==> config.mk <==
export PLATFORM = sky130hd
export DESIGN_NAME = pg_seq_ctrl
export DESIGN_NICKNAME = d
export VERILOG_FILES = /design/src/rtl/pg_seq_pkg.sv /design/src/rtl/pg_seq_timer.sv /design/src/rtl/pg_seq_fsm.sv /design/src/rtl/pg_seq_ctrl.sv
export SDC_FILE = /design/constraint.sdc
export NUM_CORES = 1
export LEC_CHECK = 0
export ABC_AREA = 1
export BUFFER_PORTS_ARGS = -buffer_cell sky130_fd_sc_hd__buf_2
export CAP_MARGIN = 15
export CORE_MARGIN = 4
export CORE_UTILIZATION = 40
export DETAILED_ROUTE_END_ITERATION = 8
export PLACE_DENSITY = 0.73
export SETUP_SLACK_MARGIN = 0.4
export SLEW_MARGIN = 30
export SYNTH_ARGS = -nofsm -noshare
export SYNTH_HDL_FRONTEND = slang
export SYNTH_SLANG_ARGS = --single-unit
export TNS_END_PERCENT = 100
==> constraint.sdc <==
create_clock -name clk -period 1.5 [get_ports clk]
set_input_delay 0.075 -clock clk [delete_from_list [all_inputs] [get_ports clk]]
set_output_delay 0.075 -clock clk [all_outputs]
set_load 0.01 [all_outputs]
==> src/rtl/pg_seq_pkg.sv <==
package pg_seq_pkg;

  typedef enum logic [3:0] {
    ST_ACTIVE,
    ST_PD_CLK,
    ST_PD_RET,
    ST_PD_CLAMP,
    ST_OFF,
    ST_WK_FEW,
    ST_WK_ALL,
    ST_WK_RST,
    ST_WK_RESTORE,
    ST_REL_CLAMP,
    ST_REL_RET
  } pgState_t;

  // strobes from control to the interval counter
  typedef struct packed {
    logic ldCharge;
    logic ldRst;
    logic ldRestore;
  } pgStrobe_t;

  localparam int RST_PULSE_CYCLES = 2;

endpackage

==> src/rtl/pg_seq_timer.sv <==
module pg_seq_timer
  import pg_seq_pkg::*;
#(
  parameter int CHARGE_STEP = 4,
  parameter int RESTORE_W   = 8
) (
  input  logic                 clk,
  input  logic                 rstN,
  input  pgStrobe_t            strobe,
  input  logic [1:0]           wakeMode,
  input  logic [RESTORE_W-1:0] restoreCycles,
  output logic                 cntDone
);

  localparam int CHARGE_MAX = 4 * CHARGE_STEP;
  localparam int CHARGE_W   = $clog2(CHARGE_MAX + 1);
  localparam int CNT_W      = (CHARGE_W > RESTORE_W) ? CHARGE_W : RESTORE_W;

  logic [CNT_W-1:0] cntQ;
  logic [CNT_W-1:0] chargeVal;
  logic [CNT_W-1:0] restoreVal;

  always_comb begin
    chargeVal = CNT_W'(CHARGE_STEP) * (CNT_W'(wakeMode) + CNT_W'(1));
  end

  always_comb begin
    restoreVal = (restoreCycles == '0) ? CNT_W'(1) : CNT_W'(restoreCycles);
  end

  always_ff @(posedge clk or negedge rstN) begin
    if (!rstN) begin
      cntQ <= '0;
    end else if (strobe.ldCharge) begin
      cntQ <= chargeVal;
    end else if (strobe.ldRst) begin
      cntQ <= CNT_W'(RST_PULSE_CYCLES);
    end else if (strobe.ldRestore) begin
      cntQ <= restoreVal;
    end else if (cntQ != '0) begin
      cntQ <= cntQ - CNT_W'(1);
    end
  end

  assign cntDone = (cntQ <= CNT_W'(1));


  charge_range_chk: assert property (@(posedge clk) disable iff (!rstN)
    strobe.ldCharge |=> (cntQ >= CNT_W'(CHARGE_STEP)) && (cntQ <= CNT_W'(CHARGE_MAX)));


  restore_nonzero_chk: assert property (@(posedge clk) disable iff (!rstN)
    strobe.ldRestore |=> (cntQ != '0));

endmodule

==> src/rtl/pg_seq_fsm.sv <==
module pg_seq_fsm
  import pg_seq_pkg::*;
(
  input  logic      clk,
  input  logic      rstN,
  input  logic      pdTrigger,
  input  logic      wakeReq,
  input  logic      cntDone,
  output pgStrobe_t strobe,
  output logic      clkEn,
  output logic      retainEn,
  output logic      clampOut,
  output logic      enFew,
  output logic      enRest,
  output logic      asyncRst,
  output logic      coreIdle
);

  pgState_t stateQ, stateD;
  logic     pendQ, pendD;
  logic     inPowerDown;

  assign inPowerDown = (stateQ == ST_PD_CLK) || (stateQ == ST_PD_RET) ||
                       (stateQ == ST_PD_CLAMP);

  always_comb begin
    stateD = stateQ;
    strobe = '0;
    unique case (stateQ)
      ST_ACTIVE:     if (pdTrigger) stateD = ST_PD_CLK;
      ST_PD_CLK:     stateD = ST_PD_RET;
      ST_PD_RET:     stateD = ST_PD_CLAMP;
      ST_PD_CLAMP:   stateD = ST_OFF;
      ST_OFF: begin
        if (wakeReq || pendQ) begin
          stateD          = ST_WK_FEW;
          strobe.ldCharge = 1'b1;
        end
      end
      ST_WK_FEW:     if (cntDone) stateD = ST_WK_ALL;
      ST_WK_ALL: begin
        stateD       = ST_WK_RST;
        strobe.ldRst = 1'b1;
      end
      ST_WK_RST: begin
        if (cntDone) begin
          stateD           = ST_WK_RESTORE;
          strobe.ldRestore = 1'b1;
        end
      end
      ST_WK_RESTORE: if (cntDone) stateD = ST_REL_CLAMP;
      ST_REL_CLAMP:  stateD = ST_REL_RET;
      ST_REL_RET:    stateD = ST_ACTIVE;
      default:       stateD = ST_ACTIVE;
    endcase
  end

  always_comb begin
    pendD = pendQ;
    if (inPowerDown && wakeReq) pendD = 1'b1;
    else if (stateQ == ST_OFF)  pendD = 1'b0;
  end

  always_ff @(posedge clk or negedge rstN) begin
    if (!rstN) begin
      stateQ <= ST_ACTIVE;
      pendQ  <= 1'b0;
    end else begin
      stateQ <= stateD;
      pendQ  <= pendD;
    end
  end

  always_comb begin
    clkEn    = (stateQ == ST_ACTIVE);
    retainEn = !((stateQ == ST_ACTIVE) || (stateQ == ST_PD_CLK) ||
                 (stateQ == ST_REL_RET));
    clampOut = !((stateQ == ST_ACTIVE) || (stateQ == ST_PD_CLK) ||
                 (stateQ == ST_PD_RET) || (stateQ == ST_REL_CLAMP) ||
                 (stateQ == ST_REL_RET));
    enFew    = (stateQ != ST_OFF);
    enRest   = (stateQ != ST_OFF) && (stateQ != ST_WK_FEW);
    asyncRst = (stateQ == ST_WK_RST);
    coreIdle = !((stateQ == ST_ACTIVE) || (stateQ == ST_REL_CLAMP) ||
                 (stateQ == ST_REL_RET));
  end


  rest_needs_few_chk: assert property (@(posedge clk) disable iff (!rstN)
    enRest |-> enFew);


  clk_isolated_chk: assert property (@(posedge clk) disable iff (!rstN)
    clkEn |-> (!clampOut && !retainEn));


  rst_powered_chk: assert property (@(posedge clk) disable iff (!rstN)
    asyncRst |-> (enFew && enRest && clampOut));


  off_after_clamp_chk: assert property (@(posedge clk) disable iff (!rstN)
    $fell(enFew) |-> (clampOut && retainEn && !clkEn));


  release_order_chk: assert property (@(posedge clk) disable iff (!rstN)
    $fell(clampOut) |-> (retainEn && enRest && !asyncRst && !clkEn));


  idle_span_chk: assert property (@(posedge clk) disable iff (!rstN)
    (enFew && !enRest) |-> coreIdle);

endmodule

==> src/rtl/pg_seq_ctrl.sv <==
module pg_seq_ctrl
  import pg_seq_pkg::*;
#(
  parameter int CHARGE_STEP = 4,
  parameter int RESTORE_W   = 8
) (
  input  logic                 clk,
  input  logic                 rstN,
  input  logic                 pdTrigger,
  input  logic                 wakeReq,
  input  logic [1:0]           wakeMode,
  input  logic [RESTORE_W-1:0] restoreCycles,
  output logic                 clkEn,
  output logic                 retainEn,
  output logic                 clampOut,
  output logic                 enFew,
  output logic                 enRest,
  output logic                 asyncRst,
  output logic                 coreIdle
);

  pgStrobe_t strobe;
  logic      cntDone;

  pg_seq_fsm i_fsm (
    .clk      (clk),
    .rstN     (rstN),
    .pdTrigger(pdTrigger),
    .wakeReq  (wakeReq),
    .cntDone  (cntDone),
    .strobe   (strobe),
    .clkEn    (clkEn),
    .retainEn (retainEn),
    .clampOut (clampOut),
    .enFew    (enFew),
    .enRest   (enRest),
    .asyncRst (asyncRst),
    .coreIdle (coreIdle)
  );

  pg_seq_timer #(
    .CHARGE_STEP(CHARGE_STEP),
    .RESTORE_W  (RESTORE_W)
  ) i_timer (
    .clk          (clk),
    .rstN         (rstN),
    .strobe       (strobe),
    .wakeMode     (wakeMode),
    .restoreCycles(restoreCycles),
    .cntDone      (cntDone)
  );

endmodule

### After elaboration in Yosys (flattened, before gate mapping)

Cells that the tools add are included.

| word-level totals | value |
|---|---|
| register bits after elaboration | 13 |
| input bits | 14 |
| output and inout port bits | 7 |
| logic and storage cells | 62 |

| operators by class | value |
|---|---|
| $add $sub $neg | 2 |
| magnitude comparators | 1 |
| equality and inequality tests | 17 |
| multiplexer cells | 18 |
| reductions and logical operators | 21 |

Operators with widths:

| operator | count |
|---|---|
| 8-bit 2-to-1 mux | 5 |
| 4-bit case mux with 10 select lines | 1 |
| 4-bit 2-to-1 mux | 5 |
| 4-bit by 3-bit == test with 1-bit output, second input constant | 4 |
| 4-bit == test, second input constant | 3 |
| 1-bit logical OR | 10 |
| 4-bit by 2-bit == test with 1-bit output, second input constant | 2 |
| 8-bit by 1-bit <= comparator with 1-bit output, second input constant | 1 |
| 8-bit zero test | 1 |
| 4-bit by 3-bit != test with 1-bit output, second input constant | 2 |
| 8-bit nonzero test | 1 |
| 8-bit by 1-bit subtractor with 8-bit output, second input constant | 1 |
| 1-bit 2-to-1 mux | 7 |
| 2-bit != test, second input constant | 3 |
| 5-bit AND reduction | 1 |
| 4-bit by 1-bit == test with 1-bit output, second input constant | 1 |
| 4-bit zero test | 1 |
| 2-bit by 1-bit != test with 1-bit output, second input constant | 2 |
| 4-bit nonzero test | 1 |
| 2-bit by 1-bit adder with 3-bit output, second input constant | 1 |
| 1-bit zero test | 3 |
| 1-bit logical AND | 2 |
| 2-bit nonzero test | 1 |

### Longest topological paths before layout

Gate-level depths: netlist of the first run.

| depth | value |
|---|---|
| word-level depth | 6 |
| gate-level depth with buffers | 10 |
| depth with buffers taken out | 10 |

### Cells and area by module

From an unflattened synthesis of the first run, not the netlist that was laid out.

| second synthesis, totals | value |
|---|---|
| cell total of the unflattened synthesis | 173 |
| area, all modules | 1072.3 um2 |

By module, submodules not included:

| module | instances | cells an instance | area each (um2) | seq. area each (um2) |
|---|---|---|---|---|
| pg_seq_timer | 1 | 101 | 655.6 | 200.2 |
| pg_seq_fsm | 1 | 72 | 416.6 | 125.1 |

### Least setup slack after synthesis of the first run

OpenSTA, ideal clock, no wires.

| timing path | value |
|---|---|
| path type | register -> register |
| start point | register i_timer.cntQ[0] |
| end point | register i_timer.cntQ[7] |
| setup time | 0.115 ns |
| data arrival time | 1.362 ns |
| slack | 0.022 ns |
| cell stages (with the launch flop) | 9 |
| path buffers | 0 |
| cells stage by stage | dfrtp_1 > inv_1 > ha_1 > nor2_1 > nor2_2 > nand3_4 > or2_0 > nand2_1 > nor2_1 |

| on the way | value |
|---|---|
| word-level cells in the longest chain between the ends | 6 |
| elaborated cells on any way between the ends | 10 |
| classes of those cells | add/sub (1); order compare (1); mux (6); reduce/logical (2) |

Ends and longest elaborated chain:

| what | line | source |
|---|---|---|
| start, declared | pg_seq_timer.sv:19 | `logic [CNT_W-1:0] cntQ;` |
| start signal, assigned | pg_seq_timer.sv:35 | `cntQ <= chargeVal;` |
| start signal, assigned | pg_seq_timer.sv:37 | `cntQ <= CNT_W'(RST_PULSE_CYCLES);` |
| start signal, assigned | pg_seq_timer.sv:39 | `cntQ <= restoreVal;` |
| 8-bit by 1-bit <= comparator with 1-bit output | pg_seq_timer.sv:45 | `assign cntDone = (cntQ <= CNT_W'(1));` |
| 1-bit 2-to-1 mux | pg_seq_fsm.sv:46 | `if (cntDone) begin` |
| 1-bit 2-to-1 mux | pg_seq_fsm.sv:29 | `unique case (stateQ)` |
| 8-bit 2-to-1 mux | pg_seq_timer.sv:38 | `end else if (strobe.ldRestore) begin` |
| 8-bit 2-to-1 mux | pg_seq_timer.sv:36 | `end else if (strobe.ldRst) begin` |
| 8-bit 2-to-1 mux | pg_seq_timer.sv:34 | `end else if (strobe.ldCharge) begin` |

Parallel ways exist; a longest one is shown, timed or not. The select of a mux whose other input is x is not followed.
A chain may end at the register's enable or synchronous reset.

### Final worst setup path of the first run

| timing path | value |
|---|---|
| start point | register i_fsm.stateQ[1] |
| end point | output clampOut |

| on the way | value |
|---|---|
| word-level cells in the longest chain between the ends | 6 |
| elaborated cells on any way between the ends | 10 |
| classes of those cells | eq/ne (4); reduce/logical (6) |

Ends and longest elaborated chain:

| what | line | source |
|---|---|---|
| start, declared | pg_seq_fsm.sv:19 | `pgState_t stateQ, stateD;` |
| start signal, assigned | pg_seq_fsm.sv:69 | `stateQ <= stateD;` |
| 4-bit by 1-bit == test with 1-bit output or 4-bit zero test (tied branches) | pg_seq_fsm.sv:78 | `clampOut = !((stateQ == ST_ACTIVE) \|\| (stateQ == ST_PD_CLK) \|\|` |
| 1-bit logical OR (2 in series) | pg_seq_fsm.sv:78 |  |
| 1-bit logical OR | pg_seq_fsm.sv:79 | `(stateQ == ST_PD_RET) \|\| (stateQ == ST_REL_CLAMP) \|\|` |
| 1-bit logical OR * | pg_seq_fsm.sv:79 |  |
| 1-bit zero test * | pg_seq_fsm.sv:78 |  |
| end, declared | pg_seq_ctrl.sv:15 | `output logic clampOut,` |

Mark *: on every way between the ends. The rest lies on a longest branch, timed or not.

==> summary.md, run 1 <==
The post-synthesis share of cell area spent on full adders, half adders and majority gates works out to 3.47%. The number of buffers inserted by port buffering works out to 20. The H-tree depth was 1. The final layout contains routed wiring with a total length of 3470 um. Once detail routing completed, the nets flagged for antenna violations numbered 0. The power per standard cell area is 2290 nW/um^2, and the area of the mapped netlist is 1080 um^2.

Entering global routing, the biggest net connects 14 pins. Summed over all cells, the static leakage comes to 0.000824 uW. The clock drives 13 sinks.

The tools report the start of the worst register-to-register path as i_timer.cntQ[0]. Summed over all nets, the switching power comes to 1880 uW. The number of global-route vias before repair was 1092; the worst path arrival time was 1.49 ns. The final critical-path required period is 1.56 ns, and the cell count of the worst hold path is 3. The transition at the pin with the smallest max-transition slack was 0.338 ns. The run finished, with violations left. The die covers 3600 um^2. The average routed wire per standard cell was 14.5 um.

The tools report the kind of end point of the critical path as an output port. STA puts the critical path data required time at 1.42 ns. The simple-gate share of the synthesized area was 42.8%.

The final reports fail on negative setup slack. The hold violation count in the final report is 0. Path type of the worst setup path: reg -> out. In this run switching power makes up 50.7% of total power. Dividing the detail-routed via count by the number of cells gives 5.21. The number of warnings issued by yosys is 0, and the maximum net fanout on the critical path is 5.

The area growth from synthesis to layout is 49.9%. Across the run, the number of max-cap violations was 0. The library cell used most frequently in the layout, excluding fill and tap cells, is sky130_fd_sc_hd__nand2_1. Setup repair after global routing could not meet its margin everywhere. The worst-case setup margin in the final layout came out at -0.0602 ns. The setup-violating endpoint count in the final report was 1. The final worst clock skew came out at 0.00443 ns. The floorplan step set the die width to 60.0 um. The clock tree buffer depth was 2; the total negative setup slack was -0.0602 ns. After Yosys synthesis, XOR and XNOR cells account for 2.43% of the synthesized area.

The tools report the overall track demand over capacity in global routing as 18.2%. TritonCTS built the clock tree. After clock tree synthesis, the clock-pin slew on the worst setup and hold paths is 0.08 ns. The worst setup path is launched from a register. For the total number of vias, the log shows 1245. For this run, design rule violations remaining after detail routing come to 0. The peak supply drop was 0.00169 V. The overall power consumption was 3710 uW; the row count was 18.

The first detailed-routing pass took 4 iterations. The tools report the endpoint of the worst-slack reg-to-reg timing path as i_fsm.stateQ[0]. The total nets after synthesis came out at 183. Detailed placement finished with a half-perimeter wire length of 2110 um. The hold path endpoint is i_timer.cntQ[5].

Die extent in y: 60.0 um. After technology mapping, the gate count stands at 166. The internal portion of total power came out at 1830 uW. The worst reg2reg path depth was 9. The initial utilization of the core area, before any placement, comes to 42.9%.

For this block, the initial DRC count from the detailed router was 46. Combinational logic is responsible for 73.7% of the overall power. The area of the core region was 2520 um^2. Timing analysis after detailed placement gives a worst setup slack of 0.0475 ns.

Headroom to the max-slew limit came out at 77.5%. The top cell types in the final layout, fill and taps aside, are 36 x sky130_fd_sc_hd__nand2_1, 20 x sky130_fd_sc_hd__inv_1, 17 x sky130_fd_sc_hd__nor2_1. The run gives 0 as the global route total overflow. By area, the combinational part of the netlist is dominated by simple AND/OR/NAND/NOR gates. The tools report the power share of the clock group as 6.2%. The mean cell area of the mapped netlist was 6.51 um^2. The type of the tightest min-delay check was in -> reg.

The highest attainable clock frequency was 641 MHz; the flip-flop and latch count after synthesis was 13. At the end of the flow, the number of nets in the layout was 227. The multiplexer share of the synthesized area was 0%; the core utilization of the finished layout was 64.2%. Of the available clock period, the critical path in the final layout requires 104%. Of the total power, registers draw 20.2%. The complex-gate fraction of the synthesized area was 9.72%.

The CTS root buffer was sky130_fd_sc_hd__clkbuf_4. The count of pins on the block boundary was 21. In this run the most critical hold path is launched from restoreCycles[5].

In this run the register-to-register setup slack is 0.02 ns. The routability-driven placement congestion ratio was 0.925. The number of clock buffers added by TritonCTS is 3. The number of pins with negative max-slew slack in the final report came out at 0.

The run gives 30.1% as the sequential-to-total area share from yosys stat. Clock latency on the worst-skew pair, taken at its later pin, is 0.29 ns. The tools report the count of distinct cell types in the synthesized netlist as 27.

The first global-routing pass estimated 4910 um of wire. Cells with a size suffix above 1 make up 43.1% of the layout. The number of antenna diodes in the final layout is 0. Number of antenna violations at the first check in global routing: 0.
-- power groups by stage --
stage | logic (uW) | clock network [uW] | registers (uW)
after global routing | 2970 | 247 | 769
final | 2730 | 228 | 749
after CTS | 2200 | 229 | 711
after detailed placement | 1840 | 0 | 719
after floorplan | 1410 | 0 | 677
after global placement | 1800 | 0 | 712
-- final cells by class --
type,count,area (um^2)
well taps,30,37.5
clock buffers,4,26.3
repair buffers,38,299
inverters,33,136
multi-input cells,121,790
fillers,215,902
flip-flops and latches,13,332
-- cells by family (layout without fill, tap and decap cells) --
family	Yosys count	in the layout
xor gates and xnor gates	3	3
AOI/OAI and AO/OA	19	19
adders and majority gates	3	3
and+or+nand+nor	95	96
buffers and inverters	33	75
DFF	13	13
-- sequential cells by signal, indices dropped and copies added (netlist names) --
| name | flops |
|---|---|
| i_fsm.stateQ | 4 |
| i_fsm.pendQ | 1 |
| i_timer.cntQ | 8 |
-- stage by stage --
stage | hold slack, ns | instances | cell area (um^2)
global placement | -0.0249 | 218 | 1280
detailed placement | -0.0123 | 218 | 1280
finish | 0.0561 | 239 | 1620
global route | 0.0520 | 239 | 1620
floorplan | -0.221 | 166 | 1130
CTS | 0.0631 | 231 | 1440
-- worst max path at each step --
stage                    startpoint               to  slack (ns)
global placement    i_fsm.stateQ[1]  i_timer.cntQ[7]         0.1
floorplan           i_timer.cntQ[0]  i_timer.cntQ[7]        0.16
global route        i_fsm.stateQ[1]         clampOut       -0.10
CTS                 i_timer.cntQ[0]  i_timer.cntQ[7]        0.08
finish              i_fsm.stateQ[1]         clampOut       -0.06
detailed placement  i_timer.cntQ[0]  i_timer.cntQ[7]        0.05
-- Yosys cell counts --
master	number	area [um^2]
sky130_fd_sc_hd__nand4_1	1	6.26
sky130_fd_sc_hd__xnor2_1	1	8.76
sky130_fd_sc_hd__nor2_4	1	11.3
sky130_fd_sc_hd__o21ai_1	5	25.0
sky130_fd_sc_hd__or2_2	1	6.26
sky130_fd_sc_hd__or2_0	1	6.26
sky130_fd_sc_hd__inv_2	5	18.8
sky130_fd_sc_hd__nand3_2	2	20.0
sky130_fd_sc_hd__a21oi_1	7	35.0
sky130_fd_sc_hd__nor2_8	1	20.0
sky130_fd_sc_hd__nand3_1	17	85.1
sky130_fd_sc_hd__nand2_4	1	11.3
sky130_fd_sc_hd__nor2_1	21	78.8
sky130_fd_sc_hd__inv_1	28	105
sky130_fd_sc_hd__o21ai_0	2	10.0
sky130_fd_sc_hd__o211ai_1	1	7.51
sky130_fd_sc_hd__o32ai_1	1	8.76
sky130_fd_sc_hd__ha_1	3	37.5
sky130_fd_sc_hd__nand2_1	41	154
sky130_fd_sc_hd__nand3_4	1	17.5
sky130_fd_sc_hd__o22ai_1	2	12.5
sky130_fd_sc_hd__xor2_1	2	17.5
sky130_fd_sc_hd__a31oi_1	1	6.26
sky130_fd_sc_hd__nor2_2	5	31.3
sky130_fd_sc_hd__and2_4	1	8.76
sky130_fd_sc_hd__nand2_2	1	6.26
sky130_fd_sc_hd__dfrtp_1	13	325
-- critical path: stages (launching register included) --
cell and delay (ns):
sky130_fd_sc_hd__dfrtp_2 0.47, sky130_fd_sc_hd__nor2_4 0.23, sky130_fd_sc_hd__inv_4 0.08, sky130_fd_sc_hd__o211ai_1 0.22, sky130_fd_sc_hd__buf_2 0.19
-- per-layer routing --
layer  up-vias  track usage, %  wire length, um
met2        44            28.5             1630
met3        14            4.54              189
met5         -               0                0
met1       580            24.9             1540
met4         0            4.43              112
li1        607               -                -
-- what timing repair did --
item,4_1_cts,5_1_grt
setup endpoints to repair,20,20
gates cloned,1,0
gates resized for setup,16,27
setup buffers,7,8
hold endpoints to repair,13,0
hold buffers,1,0
pin swaps,10,9
(Power assumes the default switching activity.)
==> run 2: changes to the inputs <==
--- a/config.mk
+++ b/config.mk
@@ -11,8 +11,8 @@
 export CORE_MARGIN = 4
 export CORE_UTILIZATION = 40
 export DETAILED_ROUTE_END_ITERATION = 8
-export PLACE_DENSITY = 0.73
-export SETUP_SLACK_MARGIN = 0.4
+export PLACE_DENSITY = 0.71
+export SETUP_SLACK_MARGIN = 0.2
 export SLEW_MARGIN = 30
 export SYNTH_ARGS = -nofsm -noshare
 export SYNTH_HDL_FRONTEND = slang
==> constraint.sdc (replaced) <==
create_clock -name clk -period 1.6 [get_ports clk]
set_input_delay 0.08 -clock clk [delete_from_list [all_inputs] [get_ports clk]]
set_output_delay 0.08 -clock clk [all_outputs]
set_load 0.01 [all_outputs]
==> run 2 against run 1 <==
The flow now finishes without violations. Non-clock buffer count decreased by 1. Global-route usage increased by 0.33 points. Routed wire length decreased by 4.4%. Clock power decreased by 8.8%. Design area decreased by 4.7%. Sequential power decreased by 9.6%. Sequential cell count unchanged. Via count increased by 1.6%. Highest routed layer unchanged.
==> summary.md, run 2 (synthesized netlist as in run 1, its figures left out) <==
The clock latency on the worst-skew pair is 0.28 ns (about the same), and the starting DRC count in detailed routing is 32 (-30%). The final critical-path share of the clock period was 93.0%; the power per standard cell area was 2070 nW/um^2 (-9.7%). Row count: 18 (unchanged). The worst path arrival time came out at 1.66 ns (+0.17 ns). The worst-case setup margin in the final layout was 0.112 ns (+0.172 ns). The run gives 1 (unchanged) as the H-tree depth. For the final worst clock skew, the log shows 0.00562 ns (+0.00118 ns). The total area of sequential cells is 330 um^2 (-0.38%), and the number of detailed-routing iterations run before antenna repair is 4 (unchanged). The die width is 60.0 um (unchanged).

The flow ran to the end, and the final reports show no timing, DRC or antenna violations. The effective utilization at floorplan was 42.9% (unchanged). Clock tree synthesis selected as its root buffer the cell sky130_fd_sc_hd__clkbuf_4.

The clock net sink count came out at 13 (unchanged). The DRC violations left is 0 (unchanged), and the transition at the pin with the smallest max-transition slack is 0.332 ns (-0.00537 ns). The clock tree buffer depth came out at 2 (unchanged). The relative max-transition margin came out at 77.9% (+0.36 points).

The total half-perimeter wirelength after legalization and detailed placement is 2150 um (+2.0%), and the maximum number of pins on one net before global-route repair is 14 (unchanged). The peak supply drop was 0.00123 V (-27%); the maximum net fanout on the critical path was 5 (unchanged). The cell that appears most often on the critical path is sky130_fd_sc_hd__nor2_4.

The top cell types in the final layout, fill and taps aside, are 38 x sky130_fd_sc_hd__nand2_1, 24 x sky130_fd_sc_hd__inv_1, 20 x sky130_fd_sc_hd__buf_2. The routability-driven placement congestion ratio was 0.823 (-11%). The worst setup path is captured at a register. The count of inserted antenna diode cells was 0 (unchanged); the final critical-path required period was 1.49 ns. The die extent in y is 60.0 um (unchanged). The type of the tightest min-delay check was in -> reg. The hold violation count in the final report was 0 (unchanged); the overall track demand over capacity in global routing was 18.5% (+0.33 points). The total length of routed wires is 3320 um (-4.4%). The slowest stage of the critical path belongs to the cell sky130_fd_sc_hd__dfrtp_1. The number of inserted filler cells in the final layout is 219 (+1.9%), and the share of cells above drive strength 1 is 40.9% (-2.2 points). For the worst slack after detailed placement, the log shows 0.0302 ns (-0.0173 ns). The run gives 1265 (+1.6%) as the total number of vias. The average routed wire per standard cell works out to 13.9 um (-4.0%). The total negative setup slack was 0 ns (+0.0602 ns); the post-detailed-route count of antenna-violating nets was 0 (unchanged). The worst setup path is launched from a register.

The number of antenna violations at the first check in global routing was 0 (unchanged); the number of buffers inserted by port buffering was 20 (unchanged). The detail-routed via count per cell came out at 5.32 (+2.0%). Global-route wire length before repair: 5090 um (+3.5%).

The register with the most flip-flops is i_timer.cntQ. The library cell used most frequently in the layout, excluding fill and tap cells, is sky130_fd_sc_hd__nand2_1. Floorplan die area: 3600 um^2 (unchanged).

The number of clock buffers inserted by TritonCTS was 3 (unchanged); the number of global-route vias before repair was 1209 (+11%). The number of violations of the max-capacitance limit came out at 0 (unchanged). TritonCTS built the clock tree. The logs give 0.000795 uW (-3.5%) for the leakage dissipation and 0 (-1) for the setup-violating endpoint count in the final report. The tools report the number of pins with negative max-slew slack in the final report as 0 (unchanged).

The highest attainable clock frequency was 672 MHz. The number of flip-flops in the largest register is 8 (unchanged). The delay of the slowest critical-path stage was 0.42 ns (-0.05 ns).

The footprint of the multi-input gates was 781 um^2 (-1.1%); the clock input transition at the sequential cells of the worst setup and hold paths was 0.08 ns (about the same). The critical path goes through inv_2 -> ha_4 -> nor2_4 -> nor2_4 -> nand3_4 -> or2_0 -> nand2_1 -> nor2_1. The tools report the global route total overflow as 0 (unchanged). The tools report the worst endpoint required time as 1.77 ns (+0.35 ns). Setup repair after global routing could not meet its margin everywhere. In the final layout, the registers with the most flip-flops are i_timer.cntQ x8, i_fsm.stateQ x4, i_fsm.pendQ x1. The area of the core region was 2520 um^2 (unchanged); the count of pins on the block boundary was 21 (unchanged). Relative to the synthesized area, the layout overhead comes to 42.8%. The path type of the worst setup path is reg -> reg. Number of nets in the layout: 226 (-0.44%).
run 2: cell count changes in the layout (fill, tap and decap cells not counted), sizes merged:
| cell | previous run | this run |
|---|---|---|
| buf | 37 | 36 |
run 2: final cells by class:
class                           instances  share of cell area [%]
Multi-Input combinational cell        121                    50.6
Clock buffer                            4                    1.70
Inverter                               33                    8.18
Timing Repair Buffer                   37                    15.7
Sequential cell                        13                    21.4
Tap cell                               30                    2.43
run 2: report_power, final:
group          total, uW  internal [uW]  leakage [uW]  switching [uW]
clock                208           96.7     0.0000150             112
combinational       2310            962      0.000625            1350
sequential           677            492      0.000156             185
total               3190           1550      0.000795            1640
run 2: through the flow:
| step | total power, uW | hold WS, ns | utilization, % | instance area (um^2) | instances |
|---|---|---|---|---|---|
| finish | 3190 | 0.0591 | 61.2 | 1540 | 238 |
| global route | 3430 | 0.0692 | 61.2 | 1540 | 238 |
| CTS | 2860 | 0.0625 | 57.0 | 1440 | 233 |
| detailed placement | 2250 | -0.00435 | 48.8 | 1230 | 216 |
| global placement | 2220 | -0.00846 | 48.8 | 1230 | 216 |
| floorplan | 1870 | -0.216 | - | 1090 | 166 |
run 2: final timing paths:
| kind | start | to | slack [ns] | cells after the start |
|---|---|---|---|---|
| max in group asynchronous | rstN | i_fsm.stateQ[2] | 1.11 | 2 |
| min in group asynchronous | rstN | i_fsm.stateQ[3] | 0.22 | 2 |
| max reg2reg | i_timer.cntQ[1] | i_timer.cntQ[7] | 0.11 | 8 |
| max | i_timer.cntQ[1] | i_timer.cntQ[7] | 0.11 | 8 |
| min reg2reg | i_fsm.pendQ | i_fsm.pendQ | 0.55 | 2 |
| min | restoreCycles[6] | i_timer.cntQ[6] | 0.06 | 3 |
run 2: repair_timing:
item | in CTS | in global routing
gates cloned | 1 | 0
gates resized for setup | 20 | 18
endpoints found under the hold margin | 13 | 0
hold buffers | 1 | 0
pin swaps | 9 | 11
setup endpoints to repair | 16 | 16
buffers inserted | 11 | 5
run 2: routing by layer:
layer  part of all wire (%)  up-vias  wire (um)  GRT usage, %
li1                       -      604          -             -
met1                     36      590       1190          20.0
met2                     56       51       1860          35.2
met3                    4.2       20        140          2.16
met4                    3.7        0        123          8.54
met5                      0        -          0             0
run 2: critical path, delay by kind of cell, from the launching register on:
kind                       cells  cell delay (ns)
buffers and inverters          1             0.11
DFF                            1             0.42
and+or+nand+nor                6             0.68
adders and majority gates      1             0.17
